<file path="src/rtl/ooo_sched_pkg.sv">
// Shared types for the issue scheduler.
package ooo_sched_pkg;

    // Lifecycle of one scheduler slot.
    typedef enum logic [1:0] {
        SLOT_FREE   = 2'd0,
        SLOT_WAIT   = 2'd1,
        SLOT_READY  = 2'd2,
        SLOT_ISSUED = 2'd3
    } slot_state_e;

endpackage

</file>
<file path="src/rtl/sched_age_select.sv">
// Oldest-first picker for one resource group.
// Assumes older[j][i] = 1 means slot j was dispatched before slot i, and that
// the matrix forms a strict total order over the occupied slots.
module sched_age_select #(
    parameter int N = 4
) (
    input  logic                  clk,
    input  logic                  rst_n,
    input  logic [N-1:0]          req,
    input  logic [N-1:0][N-1:0]   older,
    output logic [N-1:0]          grant
);

    // Grant a requester that no other requester is older than.
    always_comb begin
        for (int i = 0; i < N; i++) begin
            logic blocked;
            blocked = 1'b0;
            for (int j = 0; j < N; j++) begin
                if (j != i && req[j] && older[j][i]) blocked = 1'b1;
            end
            grant[i] = req[i] && !blocked;
        end
    end


    one_grant_chk: assert property (@(posedge clk) disable iff (!rst_n)
        $onehot0(grant));


    grant_when_req_chk: assert property (@(posedge clk) disable iff (!rst_n)
        (|req) |-> (|grant));

endmodule

</file>
<file path="src/rtl/sched_unit_pool.sv">
// Execution units of one resource group, with a round-robin grant pointer.
// Each unit holds a countdown of remaining busy cycles. Assumes take is raised
// only while any_free is high.
module sched_unit_pool #(
    parameter int UNITS = 2,
    parameter int RC_W  = 2,
    localparam int UIDX_W = (UNITS > 1) ? $clog2(UNITS) : 1
) (
    input  logic              clk,
    input  logic              rst_n,
    input  logic              take,
    input  logic [RC_W-1:0]   take_rcyc,
    output logic              any_free,
    output logic [UIDX_W-1:0] pick
);

    logic [RC_W-1:0]   cnt_q [UNITS];
    logic [UIDX_W-1:0] ptr_q;

    // Scan units from the pointer onward and take the first idle one.
    always_comb begin
        int idx;
        any_free = 1'b0;
        pick     = '0;
        for (int k = 0; k < UNITS; k++) begin
            idx = (int'(ptr_q) + k) % UNITS;
            if (!any_free && cnt_q[idx] == '0) begin
                any_free = 1'b1;
                pick     = UIDX_W'(idx);
            end
        end
    end

    // Load the busy countdown of the granted unit and drain the others.
    always_ff @(posedge clk) begin
        if (!rst_n) begin
            for (int u = 0; u < UNITS; u++) cnt_q[u] <= '0;
        end else begin
            for (int u = 0; u < UNITS; u++) begin
                if (take && int'(pick) == u)
                    cnt_q[u] <= (take_rcyc == '0) ? '0 : take_rcyc - 1'b1;
                else if (cnt_q[u] != '0)
                    cnt_q[u] <= cnt_q[u] - 1'b1;
            end
        end
    end

    // Move the pointer one past the unit just granted.
    always_ff @(posedge clk) begin
        if (!rst_n)
            ptr_q <= '0;
        else if (take)
            ptr_q <= (int'(pick) == UNITS - 1) ? '0 : pick + 1'b1;
    end


    unit_not_rebooked_chk: assert property (@(posedge clk) disable iff (!rst_n)
        (take && take_rcyc > 1) |=> !(take && pick == $past(pick)));

endmodule

</file>
<file path="src/rtl/sched_stats.sv">
// Occupancy and issue-rate counters. Assumes the counters are wide enough
// for the run length; they wrap silently otherwise.
module sched_stats #(
    parameter int ENTRIES = 4,
    parameter int GROUPS  = 2,
    parameter int CNT_W   = 16,
    localparam int OCC_W  = $clog2(ENTRIES + 1)
) (
    input  logic                          clk,
    input  logic                          rst_n,
    input  logic [ENTRIES-1:0]            busy_mask,
    input  logic [GROUPS-1:0]             iss_vec,
    output logic [OCC_W-1:0]              occ_now,
    output logic [OCC_W-1:0]              occ_peak,
    output logic [CNT_W-1:0]              occ_sum,
    output logic [GROUPS:0][CNT_W-1:0]    issue_hist
);

    int n_iss;

    // Count occupied slots and issuing groups in this cycle.
    always_comb begin
        occ_now = '0;
        for (int i = 0; i < ENTRIES; i++) occ_now = occ_now + OCC_W'(busy_mask[i]);
        n_iss = 0;
        for (int g = 0; g < GROUPS; g++) n_iss = n_iss + int'(iss_vec[g]);
    end

    // Accumulate occupancy, track its peak, and bin the issue count.
    always_ff @(posedge clk) begin
        if (!rst_n) begin
            occ_peak   <= '0;
            occ_sum    <= '0;
            issue_hist <= '0;
        end else begin
            occ_sum <= occ_sum + CNT_W'(occ_now);
            if (occ_now > occ_peak) occ_peak <= occ_now;
            for (int k = 0; k <= GROUPS; k++)
                if (k == n_iss) issue_hist[k] <= issue_hist[k] + 1'b1;
        end
    end


    peak_covers_chk: assert property (@(posedge clk) disable iff (!rst_n)
        1'b1 |=> occ_peak >= $past(occ_now));

endmodule

</file>
<file path="src/rtl/ooo_issue_sched.sv">
// Out-of-order issue scheduler: slot storage, operand wakeup, per-group
// oldest-first issue, latency countdown and completion.
// Assumes at most one dispatch and one result broadcast per cycle, and that
// disp_grp is below GROUPS.
module ooo_issue_sched
    import ooo_sched_pkg::*;
#(
    parameter int ENTRIES = 4,
    parameter int SRCS    = 2,
    parameter int TAG_W   = 4,
    parameter int ID_W    = 4,
    parameter int GROUPS  = 2,
    parameter int UNITS   = 2,
    parameter int LAT_W   = 3,
    parameter int RC_W    = 2,
    parameter int CNT_W   = 16,
    localparam int GRP_W  = (GROUPS > 1) ? $clog2(GROUPS) : 1,
    localparam int UIDX_W = (UNITS > 1) ? $clog2(UNITS) : 1,
    localparam int OCC_W  = $clog2(ENTRIES + 1)
) (
    input  logic                            clk,
    input  logic                            rst_n,
    input  logic                            disp_valid,
    output logic                            disp_ready,
    input  logic [ID_W-1:0]                 disp_id,
    input  logic [GRP_W-1:0]                disp_grp,
    input  logic [SRCS-1:0][TAG_W-1:0]      disp_src_tag,
    input  logic [SRCS-1:0]                 disp_src_avail,
    input  logic [LAT_W-1:0]                disp_lat,
    input  logic [RC_W-1:0]                 disp_rcyc,
    input  logic                            bc_valid,
    input  logic [TAG_W-1:0]                bc_tag,
    output logic [GROUPS-1:0]               iss_valid,
    output logic [GROUPS-1:0][UIDX_W-1:0]   iss_unit,
    output logic [GROUPS-1:0][ID_W-1:0]     iss_id,
    output logic [ENTRIES-1:0]              done_valid,
    output logic [ENTRIES-1:0][ID_W-1:0]    done_id,
    output logic [OCC_W-1:0]                occ_now,
    output logic [OCC_W-1:0]                occ_peak,
    output logic [CNT_W-1:0]                occ_sum,
    output logic [GROUPS:0][CNT_W-1:0]      issue_hist
);

    localparam int IDX_W = (ENTRIES > 1) ? $clog2(ENTRIES) : 1;

    slot_state_e                  st_q   [ENTRIES];
    logic [ID_W-1:0]              id_q   [ENTRIES];
    logic [GRP_W-1:0]             grp_q  [ENTRIES];
    logic [SRCS-1:0][TAG_W-1:0]   tag_q  [ENTRIES];
    logic [SRCS-1:0]              rdy_q  [ENTRIES];
    logic [LAT_W-1:0]             lat_q  [ENTRIES];
    logic [RC_W-1:0]              rc_q   [ENTRIES];
    logic [ENTRIES-1:0][ENTRIES-1:0] older_q;

    logic                         any_free;
    logic                         disp_fire;
    logic [IDX_W-1:0]             alloc_idx;
    logic [SRCS-1:0]              disp_rdy_now;
    logic [SRCS-1:0]              wake_rdy [ENTRIES];
    logic [GROUPS-1:0][ENTRIES-1:0] req_g;
    logic [GROUPS-1:0][ENTRIES-1:0] grant_g;
    logic [GROUPS-1:0]            unit_free;
    logic [GROUPS-1:0][UIDX_W-1:0] unit_pick;
    logic [GROUPS-1:0][RC_W-1:0]  take_rc;
    logic [ENTRIES-1:0]           issued_now;
    logic [ENTRIES-1:0]           busy_mask;

    // Find the lowest-numbered free slot for the next dispatch.
    always_comb begin
        any_free  = 1'b0;
        alloc_idx = '0;
        for (int i = ENTRIES - 1; i >= 0; i--) begin
            if (st_q[i] == SLOT_FREE) begin
                any_free  = 1'b1;
                alloc_idx = IDX_W'(i);
            end
        end
    end

    assign disp_ready = any_free;
    assign disp_fire  = disp_valid && any_free;

    // Source readiness for incoming and stored slots, including this cycle's broadcast.
    always_comb begin
        for (int s = 0; s < SRCS; s++)
            disp_rdy_now[s] = disp_src_avail[s] || (bc_valid && disp_src_tag[s] == bc_tag);
        for (int i = 0; i < ENTRIES; i++)
            for (int s = 0; s < SRCS; s++)
                wake_rdy[i][s] = rdy_q[i][s] || (bc_valid && tag_q[i][s] == bc_tag);
    end

    // Ready slots request their group's port when a unit is free.
    always_comb begin
        for (int g = 0; g < GROUPS; g++)
            for (int i = 0; i < ENTRIES; i++)
                req_g[g][i] = (st_q[i] == SLOT_READY) && (int'(grp_q[i]) == g) && unit_free[g];
    end

    for (genvar g = 0; g < GROUPS; g++) begin : g_grp
        sched_age_select #(.N(ENTRIES)) u_sel (
            .clk   (clk),
            .rst_n (rst_n),
            .req   (req_g[g]),
            .older (older_q),
            .grant (grant_g[g])
        );

        sched_unit_pool #(.UNITS(UNITS), .RC_W(RC_W)) u_pool (
            .clk       (clk),
            .rst_n     (rst_n),
            .take      (|grant_g[g]),
            .take_rcyc (take_rc[g]),
            .any_free  (unit_free[g]),
            .pick      (unit_pick[g])
        );
    end

    // Route each group's granted slot to its issue port.
    always_comb begin
        for (int g = 0; g < GROUPS; g++) begin
            iss_id[g]  = '0;
            take_rc[g] = '0;
            for (int i = 0; i < ENTRIES; i++) begin
                if (grant_g[g][i]) begin
                    iss_id[g]  = iss_id[g] | id_q[i];
                    take_rc[g] = take_rc[g] | rc_q[i];
                end
            end
            iss_valid[g] = |grant_g[g];
            iss_unit[g]  = unit_pick[g];
        end
    end

    // Per-slot issue, completion and occupancy flags.
    always_comb begin
        for (int i = 0; i < ENTRIES; i++) begin
            issued_now[i] = 1'b0;
            for (int g = 0; g < GROUPS; g++) issued_now[i] = issued_now[i] | grant_g[g][i];
            done_valid[i] = (st_q[i] == SLOT_ISSUED) && (lat_q[i] <= 1);
            done_id[i]    = done_valid[i] ? id_q[i] : '0;
            busy_mask[i]  = (st_q[i] != SLOT_FREE);
        end
    end

    // Slot state machine: allocate, wake, issue, count down, free.
    always_ff @(posedge clk) begin
        if (!rst_n) begin
            for (int i = 0; i < ENTRIES; i++) begin
                st_q[i]  <= SLOT_FREE;
                id_q[i]  <= '0;
                grp_q[i] <= '0;
                tag_q[i] <= '0;
                rdy_q[i] <= '0;
                lat_q[i] <= '0;
                rc_q[i]  <= '0;
            end
        end else begin
            for (int i = 0; i < ENTRIES; i++) begin
                unique case (st_q[i])
                    SLOT_FREE: begin
                        if (disp_fire && alloc_idx == IDX_W'(i)) begin
                            id_q[i]  <= disp_id;
                            grp_q[i] <= disp_grp;
                            tag_q[i] <= disp_src_tag;
                            rdy_q[i] <= disp_rdy_now;
                            lat_q[i] <= disp_lat;
                            rc_q[i]  <= disp_rcyc;
                            st_q[i]  <= (&disp_rdy_now) ? SLOT_READY : SLOT_WAIT;
                        end
                    end
                    SLOT_WAIT: begin
                        rdy_q[i] <= wake_rdy[i];
                        if (&wake_rdy[i]) st_q[i] <= SLOT_READY;
                    end
                    SLOT_READY: begin
                        if (issued_now[i]) st_q[i] <= SLOT_ISSUED;
                    end
                    SLOT_ISSUED: begin
                        if (lat_q[i] <= 1) st_q[i] <= SLOT_FREE;
                        else               lat_q[i] <= lat_q[i] - 1'b1;
                    end
                endcase
            end
        end
    end

    // Age matrix: a new slot is younger than every slot already occupied.
    always_ff @(posedge clk) begin
        if (!rst_n) begin
            older_q <= '0;
        end else if (disp_fire) begin
            for (int j = 0; j < ENTRIES; j++) begin
                older_q[j][alloc_idx] <= (st_q[j] != SLOT_FREE);
                older_q[alloc_idx][j] <= 1'b0;
            end
        end
    end

    sched_stats #(.ENTRIES(ENTRIES), .GROUPS(GROUPS), .CNT_W(CNT_W)) u_stats (
        .clk        (clk),
        .rst_n      (rst_n),
        .busy_mask  (busy_mask),
        .iss_vec    (iss_valid),
        .occ_now    (occ_now),
        .occ_peak   (occ_peak),
        .occ_sum    (occ_sum),
        .issue_hist (issue_hist)
    );

    for (genvar i = 0; i < ENTRIES; i++) begin : g_slot_chk

        issue_from_ready_chk: assert property (@(posedge clk) disable iff (!rst_n)
            (st_q[i] == SLOT_ISSUED && $past(st_q[i]) != SLOT_ISSUED)
                |-> $past(st_q[i]) == SLOT_READY);


        done_frees_chk: assert property (@(posedge clk) disable iff (!rst_n)
            done_valid[i] |=> st_q[i] != SLOT_ISSUED);
    end


    full_holds_chk: assert property (@(posedge clk) disable iff (!rst_n)
        (!disp_ready && done_valid == '0) |=> !disp_ready);

endmodule

</file>
<file path="config.mk">
export PLATFORM = sky130hd
export DESIGN_NAME = ooo_issue_sched
export DESIGN_NICKNAME = d
export VERILOG_FILES = /design/src/rtl/ooo_sched_pkg.sv /design/src/rtl/sched_age_select.sv /design/src/rtl/sched_unit_pool.sv /design/src/rtl/sched_stats.sv /design/src/rtl/ooo_issue_sched.sv
export SDC_FILE = /design/constraint.sdc
export NUM_CORES = 1
export LEC_CHECK = 0
export ABC_AREA = 1
export BUFFER_PORTS_ARGS = -buffer_cell sky130_fd_sc_hd__buf_2
export CAP_MARGIN = 20
export CORE_MARGIN = 2
export CORE_UTILIZATION = 53
export CTS_CLUSTER_DIAMETER = 40
export DETAILED_ROUTE_END_ITERATION = 12
export GPL_TIMING_DRIVEN = 0
export PLACE_DENSITY = 0.77
export SKIP_LAST_GASP = 1
export SLEW_MARGIN = 20
export SYNTH_ARGS = -nofsm -noshare
export SYNTH_HDL_FRONTEND = slang
export SYNTH_SLANG_ARGS = --single-unit
</file>
<file path="constraint.sdc">
create_clock -name clk -period 3 [get_ports clk]
set_input_delay 0.3 -clock clk [delete_from_list [all_inputs] [get_ports clk]]
set_output_delay 0.3 -clock clk [all_outputs]
set_load 0.05 [all_outputs]
</file>
==> results.ini <==
[sta]
hold_viol=0
rsz0062_at_grt=true
fmax_mhz=311
skew_ns=0.00823
fin_crit_sh=1.07
fin_ws_ns=-0.219
maxSlewHeadroom=0.437
whs_ns=0.217
finalSetupViolations=7
setup-tns-final_ns=-0.918
slew_violations=0
fin_crit_ns=3.22
worstMarginPinSlew_ns=0.842

[clocking]
clock_latency_ns=0.43
cts_tree=yes
cts-root-buf=clkbuf_16
clk_path_buf_depth=2
h-tree-depth=4
clkSinkCount=179
path_clk_slew_ns=0.07
cts_buffers=17
postCtsHoldBufs=0

[drt]
routed_via_density=5.56
wl_met1_um=10800
wl_per_cell_um=16.7
drt_wl_total_um=27500
wl_met2_um=13000
met3_length_um=2800
final_antenna_net_count=0
dr.pass1.iters=6
vias=9159
top_layer_used=met4
route.detailed.drc=0
drtIter0Drc=907

[logic_synthesis]
synth_edf_count=93
yosys_register_bits=179
syn_inst=1206
async_flop_share=0
synth.avg_cell_area_um2=8.00
yosysUniqueCellTypes=51
yosysWarningCount=0
synth_top_cells_by_area=edfxtp_1 29%, dfxtp_1 18%, nor2_1 7.2%
synth.largest_area_cell=edfxtp_1
synth_area_mm2=0.00965
synth_flop_cell=edfxtp_1
syn-num-nets=1262
ys_seq_area_frac=0.468
synth_top_cell_area_share=0.289

[setup_path]
slowest_delay_ns=0.56
crit_type=flop to flop
cp-start-kind=flop
critPathSlowestCell=fa_2
setup.worst_path.end_class=flop
cp_common_cell=inv_2
timing.critical_path.fanout_max=3
crit_required_ns=3.37
crit_family=adder cells
path_buf_inv=4
r2r_end=u_stats.occ_sum[14]$_SDFF_PN0_
rr_worst_depth=19
worstPathArrival_ns=3.59
crit-reg2reg-launch=st_q[1][1]$_SDFFCE_PP0P_
reg2reg_slack_ns=-0.22
cp_cell_sequence=nor2_4 -> inv_2 -> ha_4 -> inv_2 -> fa_2 -> clkinvlp_4 -> ha_4 -> fa_2 -> nand2_2 -> inv_2 -> o21ai_2 -> nor2_1 -> nand2_1 -> nor2_2 -> nand3_2 -> nor2_4 -> nand3_2 -> o21ai_2 -> a21oi_1

[finish]
drive_gt1_frac=0.262
final_common_cell=inv_1
stdcell_area_mm2=0.0121
layout_common_cells=173 x inv_1, 168 x nor2_1, 156 x nand2_1, 133 x buf_2, 93 x edfxtp_1
area_growth_pct=25.2
diodes=0
fillerInstances=1425
final_cells=1647
nNetsFinal=1461

[global_route]
grt_max_degree=19
antenna_found_initial=1
grt_pass1_vias=8482
grt-ovfl-total=0
grt_use_total=0.268
grt_pass1_wl_um=41400

[power]
powerDensity_mw_per_mm2=778
p_leak_nw=5.19
max-vdd-ir-drop_uv=497

[floorplanning]
initial_utilization=0.539
row_count=49
dieArea_mm2=0.0193
fp.dieW_um=139
num_io_pins=131
core-area_mm2=0.0179
fp.dieH_um=139

[place]
dp_hpwl_um=18900
post-place-ws_ns=-0.514
dp_cells=1562
gp_congestion=0.927
port_buffers=127
place_area_mm2=0.0106

[hold_path]
hp-class=input port to flop
hold_end=lat_q[1][1]$_SDFFCE_PN0P_
min_from=disp_lat[1]
whs_path_depth=3

[run_status]
status=finished, violations left
violations=setup timing

[flow_run]
drv_cap=0

## per-stage QoR
| step | total power [mW] | utilization |
|---|---|---|
| global placement | 6.39 | 0.594 |
| finish | 9.40 | 0.675 |
| CTS | 8.82 | 0.641 |
| floorplan | 5.72 | - |
| global route | 9.90 | 0.675 |
| detailed placement | 6.48 | 0.594 |
## synthesized netlist by cell type, types with 17 or more instances
cell type and number:
inv_1 183, o22ai_1 24, nor2_1 186, xor2_1 17, nand2_1 163, a21oi_1 71, nand4_1 25, o21ai_0 73
edfxtp_1 93, nand3_1 64, dfxtp_1 86, nor3_1 31, ha_1 26
## metal layers
layer	vias up	GRT usage
met1	4243	0.339
met2	437	0.449
li1	4387	-
met5	-	0
met4	0	0.0888
met3	92	0.0722
## area by class of cell
type / instances / area (um^2) / area share
buffer: 28 / 159 / 0.0131
inverter: 199 / 757 / 0.0626
clock inverter: 11 / 105 / 0.00870
clock buffer: 21 / 440 / 0.0364
timing repair buffer: 180 / 1070 / 0.0886
sequential: 179 / 4510 / 0.373
tap: 229 / 287 / 0.0237
multi-input combinational: 800 / 4750 / 0.393
## report_power, final
group	switching [mW]	leakage, nW	internal [mW]
sequential	0.248	1.68	2.96
combinational	2.64	3.26	1.44
clock	0.968	0.256	1.15
total	3.85	5.19	5.55
## how the worst max path moves through the flow
stage	start	end	slack [ns]	depth (start not counted)
2_1_floorplan	st_q[1][1]$_SDFFCE_PP0P_	u_stats.occ_sum[14]$_SDFF_PN0_	-0.37	19
3_3_place_gp	st_q[1][1]$_SDFFCE_PP0P_	u_stats.occ_sum[11]$_SDFF_PN0_	-0.42	16
3_5_place_dp	st_q[1][1]$_SDFFCE_PP0P_	u_stats.occ_sum[14]$_SDFF_PN0_	-0.51	19
4_1_cts	st_q[1][0]$_SDFFCE_PP0P_	u_stats.occ_sum[14]$_SDFF_PN0_	-0.13	19
5_1_grt	st_q[1][1]$_SDFFCE_PP0P_	u_stats.occ_sum[14]$_SDFF_PN0_	-0.37	19
6_report	st_q[1][1]$_SDFFCE_PP0P_	u_stats.occ_sum[14]$_SDFF_PN0_	-0.22	19
## flip-flops by register name, summed over array words and instances (netlist names), named ones only
register,count
g_grp.u_pool.cnt_q,8
g_grp.u_pool.ptr_q,2
grp_q,4
id_q,16
lat_q,12
older_q,12
rc_q,8
rdy_q,8
st_q,8
tag_q,32
u_stats.issue_hist,48
u_stats.occ_peak,3
u_stats.occ_sum,16
## cells by family (layout without fill, tap and decap cells)
kind of cell               Yosys count  count (layout)  synth area share
buffers and inverters              228             439            0.0933
DFF                                179             179             0.468
AOI/OAI and AO/OA                  205             205             0.120
xor gates and xnor gates            29              29            0.0263
and+or+nand+nor                    537             538             0.254
adders and majority gates           28              28            0.0379
## worst min-delay path: stages
cell and delay, ns:
buf_2 0.10, nand3_1 0.07, o21ai_0 0.07
## what timing repair did
item,in CTS,in global routing
resized for setup,34,74
gates cloned,0,2
endpoints found under the setup margin,35,42
setup buffers,19,34
pin swaps,16,31
Note: power is estimated with default switching activity, not from simulation.
